==> src/rtl/alu_inv_pkg.sv <==
`timescale 1ns/1ps
package alu_inv_pkg;

    // Opcode values decoded by the shared decoder
    localparam logic [2:0] OPC_AND = 3'b000;
    localparam logic [2:0] OPC_OR  = 3'b001;
    localparam logic [2:0] OPC_SUB = 3'b010;
    localparam logic [2:0] OPC_ADD = 3'b011;
    localparam logic [2:0] OPC_XOR = 3'b100;
    localparam logic [2:0] OPC_NOR = 3'b101;

    // Slice output selector; the encoding is seen by every slice
    typedef enum logic [1:0] {
        PICK_AND = 2'b00,
        PICK_OR  = 2'b01,
        PICK_SUM = 2'b10,
        PICK_XOR = 2'b11
    } pick_e;

    typedef struct packed {
        logic  flip_a;
        logic  flip_b;
        logic  seed_carry;
        pick_e pick;
    } ctrl_t;

endpackage

==> src/rtl/alu_op_decode.sv <==
`timescale 1ns/1ps
module alu_op_decode
    import alu_inv_pkg::*;
(
    input  logic [2:0] opcode,
    output ctrl_t      ctrl
);

    always_comb begin
        ctrl.flip_a     = 1'b0;
        ctrl.flip_b     = 1'b0;
        ctrl.seed_carry = 1'b0;
        ctrl.pick       = PICK_AND;
        unique case (opcode)
            OPC_AND: ctrl.pick = PICK_AND;
            OPC_OR:  ctrl.pick = PICK_OR;
            OPC_XOR: ctrl.pick = PICK_XOR;
            OPC_ADD: ctrl.pick = PICK_SUM;
            OPC_SUB: begin
                ctrl.pick       = PICK_SUM;
                ctrl.flip_b     = 1'b1;
                ctrl.seed_carry = 1'b1;
            end
            OPC_NOR: begin
                ctrl.pick   = PICK_AND;
                ctrl.flip_a = 1'b1;
                ctrl.flip_b = 1'b1;
            end
            default: ctrl.pick = PICK_AND;
        endcase
    end

    // an injected carry only ever comes with an inverted B on the sum path
    always_comb begin
        if (ctrl.seed_carry)
            assert_seed_with_sub_R5: assert (ctrl.flip_b && ctrl.pick == PICK_SUM)
                else $error("seed carry without subtract setup");
    end

endmodule

==> src/rtl/alu_bit_slice.sv <==
`timescale 1ns/1ps
module alu_bit_slice
    import alu_inv_pkg::*;
(
    input  logic  a_bit,
    input  logic  b_bit,
    input  logic  c_in,
    input  logic  flip_a,
    input  logic  flip_b,
    input  pick_e pick,
    output logic  res_bit,
    output logic  c_out
);

    logic a_eff;
    logic b_eff;
    logic sum_bit;

    always_comb begin
        a_eff   = a_bit ^ flip_a;
        b_eff   = b_bit ^ flip_b;
        sum_bit = a_eff ^ b_eff ^ c_in;
        c_out   = (a_eff & b_eff) | (a_eff & c_in) | (b_eff & c_in);
        unique case (pick)
            PICK_AND: res_bit = a_eff & b_eff;
            PICK_OR:  res_bit = a_eff | b_eff;
            PICK_SUM: res_bit = sum_bit;
            PICK_XOR: res_bit = a_eff ^ b_eff;
            default:  res_bit = 1'b0;
        endcase
    end

endmodule

==> src/rtl/alu_inv_core.sv <==
`timescale 1ns/1ps
module alu_inv_core
    import alu_inv_pkg::*;
#(
    parameter int WIDTH = 16
)(
    input  logic [WIDTH-1:0] opnd_a,
    input  logic [WIDTH-1:0] opnd_b,
    input  logic [2:0]       opcode,
    output logic [WIDTH-1:0] result,
    output logic             carry_out
);

    localparam int TOP = WIDTH - 1;

    ctrl_t ctrl;
    logic  top_carry;

    alu_op_decode i_decode (
        .opcode (opcode),
        .ctrl   (ctrl)
    );

    for (genvar i = 0; i < WIDTH; i++) begin : g_bit
        logic c_in_w;
        logic c_out_w;
        if (i == 0) begin : g_seed
            assign c_in_w = ctrl.seed_carry;
        end else begin : g_link
            assign c_in_w = g_bit[i-1].c_out_w;
        end
        alu_bit_slice i_slice (
            .a_bit   (opnd_a[i]),
            .b_bit   (opnd_b[i]),
            .c_in    (c_in_w),
            .flip_a  (ctrl.flip_a),
            .flip_b  (ctrl.flip_b),
            .pick    (ctrl.pick),
            .res_bit (result[i]),
            .c_out   (c_out_w)
        );
    end

    assign top_carry = g_bit[TOP].c_out_w;
    assign carry_out = (ctrl.pick == PICK_SUM) ? top_carry : 1'b0;

    // Port-level checks of the rippled slices against word arithmetic
    always_comb begin
        if (opcode == OPC_ADD)
            assert_add_word_R4: assert ({carry_out, result} ==
                ({1'b0, opnd_a} + {1'b0, opnd_b}))
                else $error("add mismatch");
        if (opcode == OPC_SUB)
            assert_sub_word_R5: assert ({carry_out, result} ==
                ({1'b0, opnd_a} + {1'b0, ~opnd_b} + (WIDTH+1)'(1)))
                else $error("subtract mismatch");
        if (opcode == OPC_NOR)
            assert_nor_word_R6: assert (result == ~(opnd_a | opnd_b))
                else $error("nor mismatch");
        if (opcode[2:1] == 2'b11)
            assert_spare_as_and_R7: assert (result == (opnd_a & opnd_b))
                else $error("unused opcode not AND");
        if (opcode != OPC_ADD && opcode != OPC_SUB)
            assert_carry_masked_R8: assert (carry_out == 1'b0)
                else $error("carry leaked");
    end

endmodule

==> config.mk <==
export PLATFORM = sky130hd
export DESIGN_NAME = alu_inv_core
export DESIGN_NICKNAME = d
export VERILOG_FILES = /design/src/rtl/alu_inv_pkg.sv /design/src/rtl/alu_op_decode.sv /design/src/rtl/alu_bit_slice.sv /design/src/rtl/alu_inv_core.sv
export SDC_FILE = /design/constraint.sdc
export NUM_CORES = 1
export LEC_CHECK = 0
export ABC_AREA = 1
export CAP_MARGIN = 20
export CORE_MARGIN = 5
export CORE_UTILIZATION = 40
export DETAILED_ROUTE_END_ITERATION = 8
export GPL_TIMING_DRIVEN = 1
export PLACE_DENSITY = 0.69
export SLEW_MARGIN = 20
export SYNTH_ARGS = -nofsm -noshare
export SYNTH_HDL_FRONTEND = slang
export SYNTH_SLANG_ARGS = --single-unit
==> constraint.sdc <==
create_clock -name vclk -period 14.2
set_input_delay 2.84 -clock vclk [all_inputs]
set_output_delay 2.84 -clock vclk [all_outputs]
set_load 0.02 [all_outputs]
Yosys cells after proc, flatten, opt, wreduce, memory -nomap -nowiden

Index checks and enable logic that the tools add are counted.

Flip-flop bits (word level): 0
Logic and storage cells: 192

Equality and inequality tests: 8
Reduce and logical (&&, ||, !) cells: 3
Bitwise operators: 160
Multiplexer cells: 21

Operator list:

| kind                 | count |
|---|---|
| $pmux W1 S4          | 16 |
| $xor A1 B1 Y1        | 64 |
| $and A1 B1 Y1        | 48 |
| $or A1 B1 Y1         | 48 |
| $eq A3 B2 Y1 const B | 2 |
| $eq A3 B3 Y1 const B | 2 |
| $pmux W2 S3          | 1 |
| $eq A2 B2 Y1 const B | 2 |
| $mux W1              | 4 |
| $reduce_or A2 Y1     | 2 |
| $eq A3 B1 Y1 const B | 1 |
| $eq A2 B1 Y1 const B | 1 |
| $logic_not A2 Y1     | 1 |

Depth between registers and ports, before layout

Gate-level depths: netlist of the first run.

Depth in word-level cells: 53
Gate-level depth with buffers: 31

Hierarchy

Synthesis of the first run repeated with hierarchy kept, for this count alone.

Cells, all modules: 319
Area, all modules: 1946.9 um^2

Modules (own cells, without submodules):

| module        | area an instance (um^2) | cells each | times used |
|---|---|---|---|
| alu_bit_slice | 117.6                   | 19         | 16 |
| alu_op_decode | 55.1                    | 13         | 1 |
| alu_inv_core  | 10.0                    | 2          | 1 |

Least setup slack after synthesis of the first run

Ideal clock, no wire load.

Kind: input to output
Start: input port opcode[1]
End: output port carry_out
Required time: 11.360 ns
Arrival time: 9.960 ns
Buffers on the path: 1
Stages: 24
Setup slack: 1.400 ns
Cell sequence: inv_2 nand3_2 buf_2 xnor2_1 inv_1 fa_1 inv_1 fa_1 inv_1 fa_1 fa_1 fa_1 fa_1 fa_1 fa_1 fa_1 fa_1 fa_1 fa_1 fa_1 fa_1 fa_1 fa_1 nor3_1

Cells in the longest elaborated chain, start to end: 53
Elaborated cells on any way between the ends: 125
Classes of those cells: eq/ne (6); mux (5); bitwise (112); reduce/logical (2)

Ends and longest elaborated chain:

| what                                                | line                | text |
|---|---|---|
| start: declaration                                  | alu_inv_core.sv:9   | `input logic [2:0] opcode,` |
| $eq A3 B2 Y1 / $eq A3 B3 Y1 (equally long branches) | alu_op_decode.sv:14 | `unique case (opcode)` |
| $reduce_or A2 Y1 (no source line)                   | n/a                 |  |
| $mux W1                                             | alu_op_decode.sv:14 |  |
| $xor A1 B1 Y1                                       | alu_bit_slice.sv:21 | `b_eff = b_bit ^ flip_b;` |
| $and A1 B1 Y1                                       | alu_bit_slice.sv:23 | `c_out = (a_eff & b_eff) \| (a_eff & c_in) \| (b_eff & c_in);` |
| $or A1 B1 Y1 (2 in a row)                           | alu_bit_slice.sv:23 |  |
| $and A1 B1 Y1                                       | alu_bit_slice.sv:23 |  |
| $or A1 B1 Y1 (2 in a row)                           | alu_bit_slice.sv:23 |  |
| (+31 left out)                                      | n/a                 |  |
| $or A1 B1 Y1 (2 in a row)                           | alu_bit_slice.sv:23 |  |
| $and A1 B1 Y1                                       | alu_bit_slice.sv:23 |  |
| $or A1 B1 Y1 (2 in a row)                           | alu_bit_slice.sv:23 |  |
| $and A1 B1 Y1                                       | alu_bit_slice.sv:23 |  |
| $or A1 B1 Y1 (2 in a row)                           | alu_bit_slice.sv:23 |  |
| $and A1 B1 Y1                                       | alu_bit_slice.sv:23 |  |
| $or A1 B1 Y1 (2 in a row)                           | alu_bit_slice.sv:23 |  |
| $mux W1 *                                           | alu_inv_core.sv:45  | `assign carry_out = (ctrl.pick == PICK_SUM) ? top_carry : 1'b0;` |
| end: declaration                                    | alu_inv_core.sv:11  | `output logic carry_out` |

Mark *: on every way between the ends. The rest lies on a longest branch, timed or not.

Final worst setup path of the first run

Start: input port opcode[2]
End: output port carry_out

The elaborated chain is that of the path after synthesis.

==> results.cfg, run 1 <==
[final_layout]
areaGrowthSynthToFinish_pct = 21.43
final_nets = 480
seq_cells = 0
layoutNonFillerInstCount = 467
final_common_cell = nand2_1
antenna_cells = 0
post-route-util_pct = 49.28
drive_gt1_share_pct = 4.557
register_area_sq_um = 0
final_cell_mix = nand2_1, nand3_1, clkdlybuf4s50_1
clkbuf_count = 0

[floorplan]
dieWidth_um = 84.28
start_util_pct = 40.58
rows = 27
dieArea_sq_um = 7103
core_sq_um = 5439
io_pins = 52
fp.dieH_um = 84.28

[hold_path]
hp-class = input port to primary output

[sta]
tightest_slew_ps = 651.6
max_slew_margin_pct = 56.51
slew_violations = 0
rsz0062_at_grt = false
fmax_mhz = 72.58
final-hold-violation-count = 0
fin_crit_sh_pct = 97.03
finalSetupViolations = 0
setup-tns-final_ps = 0
finalCriticalPeriod_ps = 13780

[run]
cap_violations = 0

[route]
vias = 2187
via_per_inst = 4.683
drtIter0Drc = 102
wl_mm = 5.195
wl_met2_mm = 2.692
first_pass_iters = 4
ant_nets = 0
wl_met3_um = 172
met1_length_mm = 2.308
drcViolationCount = 0
top_layer_used = met4
wl_per_cell_um = 11.12

[placed_design]
dp_hpwl_mm = 4.112
dp_cells = 467
portBuffers = 52
gp_congestion = 0.8049

[grt]
grt.total_usage_pct = 14.88
grt_pass1_vias = 2149
antenna_found_initial = 0
grt_max_degree = 33
grt_pass1_wl_mm = 9.273
grt_overflow = 0

[power]
powerDensity_nw_per_um2 = 46.04
vdd_ir_drop_max_mv = 0.01970
p_leak_nw = 1.549

[yosys]
yosysUniqueCellTypes = 18
syn_nets = 452
post_synth.cell_area_avg_sq_um = 5.981
netlist_area_sq_um = 2207
yosysWarnings = 0
seq_area_frac_synth_pct = 0
syn_inst = 369

[worst_setup_path]
cp.required_ps = 11360
endpoint = carry_out
worstSetupPathType = input port to primary output
cp-end-kind = primary output
crit_start = opcode[2]
start_kind = input port
cp.arrival_ps = 10940
crit_fanout = 7

[clocking]
postCtsSetupBuffers = 0
cts_resized = 0
ctsHoldBuffers = 0

[outcome]
outcome = finished, final reports clean
-- report_power, final --
part	leakage, nW	internal, W	switching, W
clock	0	0	0
combinational	1.55	0.0000552	0.0000681
sequential	0	0	0
total	1.55	0.0000552	0.0000681
-- through the flow --
stage                     cell area (sq um)  setup slack [ps]  hold WS (ps)   power (W)
after floorplan                        2207              1400          5889  0.00009160
after global placement                 2663             451.0          6876   0.0001216
after detailed placement               2663             275.8          6877   0.0001248
after CTS                              2663             251.6          6890   0.0001255
after global routing                   2680             18.23          6848   0.0001424
final                                  2680             421.8          6761   0.0001234
-- cell families (layout without fill, tap and decap cells) --
kind of cell    Yosys count  after routing  synth area share, %
simple gates            217            217                41.84
xor+xnor                 16             16                6.349
fa+ha+maj                48             48                32.65
buf+inv                  87            113                18.93
compound gates            1              1               0.2265
-- routing by layer --
| layer | vias to the layer above | GRT usage [%] |
|---|---|---|
| met3 | 2 | 0.7851 |
| met4 | 0 | 1.023 |
| met1 | 990 | 18.42 |
| li1 | 1160 | - |
| met5 | - | 0 |
| met2 | 35 | 29.20 |
-- layout make-up --
cell class / instances / area [sq um]
tap: 72 / 90.09
inverter: 52 / 195.2
timing repair buffer: 61 / 590.6
fill: 583 / 2759
multi-input combinational: 282 / 1804
-- how the worst min path moves through the flow --
stage                          start          to  cells after the start
final                     opnd_b[15]  result[15]                      7
after global routing      opnd_a[15]  result[15]                      6
after CTS                  opcode[1]   carry_out                      4
after detailed placement   opcode[1]   carry_out                      4
after global placement     opcode[1]   carry_out                      4
after floorplan            opcode[1]   carry_out                      2
-- Yosys cell counts --
master / instances / share of area (%)
inv_1: 50 / 8.5
o21ai_0: 1 / 0.23
nand3_2: 2 / 0.91
nor2_1: 33 / 5.6
buf_1: 1 / 0.17
nor2_4: 1 / 0.51
nand3_1: 64 / 15
nor3_1: 1 / 0.23
clkbuf_1: 3 / 0.51
inv_2: 2 / 0.34
buf_4: 21 / 7.1
buf_2: 10 / 2.3
fa_1: 16 / 15
nand2_2: 3 / 0.85
ha_1: 32 / 18
xor2_1: 2 / 0.79
xnor2_1: 14 / 5.6
nand2_1: 113 / 19
-- worst max-delay path, cell delays in order --
cell	delay, ps
clkdlybuf4s50_1	540
buf_4	190
nor2_4	50
nand2_2	140
nand2_2	90
nand2_1	60
nand2_1	70
fa_1	360
inv_1	70
fa_1	160
inv_1	50
fa_1	390
fa_1	410
fa_1	400
fa_1	390
fa_1	390
fa_1	390
fa_1	390
fa_1	380
fa_1	390
fa_1	380
fa_1	380
fa_1	390
fa_1	410
fa_1	380
nor3_1	190
clkdlybuf4s50_1	640
Note: power is estimated with default switching activity, not from simulation.
==> inputs of run 2 (changes only) <==
Settings changed: PLACE_DENSITY 0.69 to 0.66, TNS_END_PERCENT from default to 5.
==> run 2 against run 1 <==
Sequential share of layout area unchanged. Sequential cell count stayed put. Fmax fell by 0.21%. Die area did not move. Largest power group unchanged. First-iteration DRC count fell by 9.8%. Largest cell class unchanged. Utilization fell by 0.37 points.
==> results.cfg, run 2 (same netlist as run 1, synthesis figures left out) <==
[route]
wl_per_cell_um = 11.20
vias = 2180
ant_nets = 0
drcViolationCount = 0
wl_mm = 5.220
first_pass_iters = 4
via_per_inst = 4.678
drtIter0Drc = 92

[grt]
grt_pass1_vias = 2040
grt_overflow = 0
antenna_found_initial = 0
grt.total_usage_pct = 14.79
grt_pass1_wl_mm = 9.204
grt_max_degree = 33

[floorplan]
rows = 27
fp.dieH_um = 84.28
core_sq_um = 5439
start_util_pct = 40.58
io_pins = 52
dieWidth_um = 84.28
dieArea_sq_um = 7103

[final_layout]
final_common_cell = nand2_1
drive_gt1_share_pct = 4.315
final_nets = 479
post-route-util_pct = 48.91
areaGrowthSynthToFinish_pct = 20.52
clkbuf_count = 0
final_cell_mix = nand2_1, nand3_1, clkdlybuf4s50_1
antenna_cells = 0
fillCellCount = 583
register_area_sq_um = 0
seq_cells = 0
layoutNonFillerInstCount = 466

[sta]
finalCriticalPeriod_ps = 13810
finalSetupViolations = 0
max_slew_margin_pct = 48.53
rsz0062_at_grt = false
setup-tns-final_ps = 0
fin_crit_sh_pct = 97.24
tightest_slew_ps = 771.3
final-hold-violation-count = 0
fmax_mhz = 72.42
slew_violations = 0

[power]
vdd_ir_drop_max_mv = 0.02584
p_seq_share_pct = 0
p_int_w = 0.00005450
comb_power_share_pct = 100.0
p_leak_nw = 1.537
powerDensity_nw_per_um2 = 45.85
power_frac_clock_pct = 0
swShare_pct = 55.32
p_switching_w = 0.00006747

[worst_setup_path]
cp.arrival_ps = 10970
worstSetupPathType = input port to primary output
cp-end-kind = primary output
endpoint = carry_out
crit_fanout = 12
cp.required_ps = 11360
start_kind = input port
crit_start = opcode[1]

[placed_design]
gp_congestion = 0.8257
portBuffers = 52
dp_hpwl_mm = 4.029
dp_cells = 466

[outcome]
outcome = finished, final reports clean

[run]
cap_violations = 0

[hold_path]
hp-class = input port to primary output
run 2: cell count changes in the layout (fill, tap and decap cells not counted), sizes merged:
cell / before / now
buf: 9 / 8
run 2: cell type report:
type	instances	area, sq um	area share, %
Inverter	52	195.2	7.338
Tap cell	72	90.09	3.387
Multi-Input combinational cell	282	1792	67.36
Timing Repair Buffer	60	583.1	21.92
run 2: metrics by stage:
stage | instance area (sq um) | hold slack (ps) | worst slack, ps | total power, W
global placement | 2655 | 6843 | 404.1 | 0.0001209
CTS | 2658 | 6887 | 261.6 | 0.0001242
global route | 2660 | 6812 | 63.45 | 0.0001412
detailed placement | 2658 | 6879 | 277.8 | 0.0001237
finish | 2660 | 6743 | 392.3 | 0.0001220
floorplan | 2207 | 5889 | 1400 | 0.00009160
run 2: routing by layer:
| layer | vias up | track usage (%) | wire length, um |
|---|---|---|---|
| met3 | 0 | 1.079 | 185 |
| met1 | 992 | 20.21 | 2433 |
| li1 | 1157 | - | - |
| met2 | 31 | 26.61 | 2601 |
| met5 | - | 0 | 0 |
| met4 | 0 | 0.7310 | 0 |
run 2: how the worst min path moves through the flow:
stage | slack, ps | depth (start not counted) | from | endpoint
6_report | 6740 | 7 | opnd_b[15] | result[15]
5_1_grt | 6810 | 7 | opnd_b[15] | result[15]
2_1_floorplan | 5890 | 2 | opcode[1] | carry_out
3_3_place_gp | 6840 | 4 | opcode[1] | carry_out
3_5_place_dp | 6880 | 4 | opcode[1] | carry_out
4_1_cts | 6890 | 4 | opcode[1] | carry_out
run 2: timing repair:
item	4_1_cts	5_1_grt
hold buffers	0	0
endpoints found under the setup margin	0	1
setup buffers	0	0
resized for setup	0	1
run 2: power groups by stage:
| stage | combinational [W] | clock, W | sequential, W |
|---|---|---|---|
| 6_report | 0.000122 | 0 | 0 |
| 5_1_grt | 0.000141 | 0 | 0 |
| 4_1_cts | 0.000124 | 0 | 0 |
| 3_5_place_dp | 0.000124 | 0 | 0 |
| 3_3_place_gp | 0.000121 | 0 | 0 |
| 2_1_floorplan | 0.0000916 | 0 | 0 |
run 2: critical path: stages:
cell	delay, ps
clkdlybuf4s50_1	530
inv_2	100
nand3_2	110
buf_4	210
nand2_2	80
nand2_1	60
nand2_1	80
fa_1	360
inv_1	70
fa_1	160
inv_1	50
fa_1	400
fa_1	400
fa_1	400
fa_1	400
fa_1	390
fa_1	390
fa_1	400
fa_1	390
fa_1	390
fa_1	390
fa_1	390
fa_1	390
fa_1	410
fa_1	380
nor3_1	190
clkdlybuf4s50_1	630
==> inputs of run 3 (changes only) <==
Settings changed: CORE_MARGIN 5 to 2.
Clock period 14.2 ns to 15 ns, I/O delays scaled along.
==> run 3 against run 2 <==
Routed wire length is 6.2% lower. Worst setup slack gained 440 ps. First-iteration DRC count shrank 27%. Cell count decreased by 0.21%. Final area down 0.38%. Sequential share of layout area unchanged. Clock-buffer cell count stayed put. Via count is 0.32% higher. Worst hold slack gained 470 ps. Largest cell class unchanged.
==> results.cfg, run 3 (same netlist as run 1, synthesis figures left out) <==
[outcome]
outcome = finished, final reports clean

[sta]
rsz0062_at_grt = false
final-hold-violation-count = 0
max_slew_margin_pct = 51.81
finalCriticalPeriod_ps = 14170
finalSetupViolations = 0
fin_crit_sh_pct = 94.47
fmax_mhz = 70.57
slew_violations = 0
tightest_slew_ps = 722.1
setup-tns-final_ps = 0

[floorplan]
dieArea_sq_um = 6128
dieWidth_um = 78.28
core_sq_um = 5405
rows = 27
start_util_pct = 40.83
fp.dieH_um = 78.28
io_pins = 52

[final_layout]
register_area_sq_um = 0
antenna_cells = 0
fillCellCount = 573
clkbuf_count = 0
final_cell_mix = nand2_1, nand3_1, clkdlybuf4s50_1
seq_cells = 0
drive_gt1_share_pct = 4.071
final_nets = 478
areaGrowthSynthToFinish_pct = 20.07
final_common_cell = nand2_1
post-route-util_pct = 49.03

[power]
p_leak_nw = 1.521
vdd_ir_drop_max_mv = 0.01624
power.total_w = 0.0001145
powerDensity_nw_per_um2 = 43.20

[worst_setup_path]
cp.required_ps = 12000
cp.arrival_ps = 11170
worstSetupPathType = input port to primary output
cp-end-kind = primary output
start_kind = input port
crit_fanout = 45
crit_start = opcode[1]

[route]
via_per_inst = 4.703
wl_mm = 4.896
vias = 2187
drtIter0Drc = 67
drcViolationCount = 0
first_pass_iters = 4
wl_per_cell_um = 10.53
ant_nets = 0

[hold_path]
holdPathStages = 4
hp-class = input port to primary output
worstHoldStart = opcode[1]
hold_path_end = carry_out

[grt]
grt_max_degree = 46
grt.total_usage_pct = 16.60
grt_overflow = 0
grt_pass1_wl_mm = 8.687
grt_pass1_vias = 2037
antenna_found_initial = 0

[placed_design]
portBuffers = 52
dp_hpwl_mm = 3.790
gp_congestion = 0.8038

[clocking]
cts_resized = 0
postCtsSetupBuffers = 0
ctsHoldBuffers = 0

[run]
cap_violations = 0
run 3: changes by cell type in the layout (fill, tap and decap cells not counted):
cell / change
buf_4: -1
clkdlybuf4s50_1: +1
dlymetal6s2s_1: -1
run 3: metal layers:
metal | part of all wire [%] | track usage [%]
met2 | 51 | 33.71
met4 | 0.082 | 0
met3 | 3.3 | 0.4598
met1 | 46 | 20.46
met5 | 0 | 0
run 3: metrics by stage:
step           area (sq um)  hold slack (ps)  worst slack (ps)  std cells
6_report               2650             7210             829.2        465
5_1_grt                2650             7245             448.7        465
4_1_cts                2648             7197             802.4        465
3_5_place_dp           2648             7187             831.0        465
3_3_place_gp           2648             7194             882.0        465
2_1_floorplan          2207             6209              1880        369
run 3: critical path, cell delays in order:
cell and delay, ps:
clkdlybuf4s50_1 530, inv_2 100, nand3_2 130, buf_4 460, xnor2_1 270, fa_1 250, inv_1 50, fa_1 390
fa_1 400, fa_1 390, fa_1 390, fa_1 390, fa_1 390, fa_1 390, fa_1 380, fa_1 380
fa_1 380, fa_1 390, fa_1 400, fa_1 390, fa_1 430, inv_1 60, nand2_1 50, nand2_1 60
nor2_1 40, nand2_1 60, clkdlybuf4s50_1 590
run 3: worst max path at each step:
stage / slack [ps] / cells past startpoint / endpoint
finish: 830 / 27 / result[15]
global route: 450 / 27 / result[15]
CTS: 800 / 29 / result[15]
detailed placement: 830 / 29 / result[15]
global placement: 880 / 29 / result[15]
floorplan: 1880 / 24 / carry_out
run 3: area by class of cell:
cell class         count  area, sq um  area share (%)
inverters             52        195.2           7.365
multi-input cells    282         1792           67.61
well taps             72        90.09           3.399
repair buffers        59        573.1           21.62
run 3: where the power goes:
group | leakage [nW] | internal, W | switching (W)
registers | 0 | 0 | 0
clock network | 0 | 0 | 0
logic | 1.52 | 0.0000513 | 0.0000632
total | 1.52 | 0.0000513 | 0.0000632
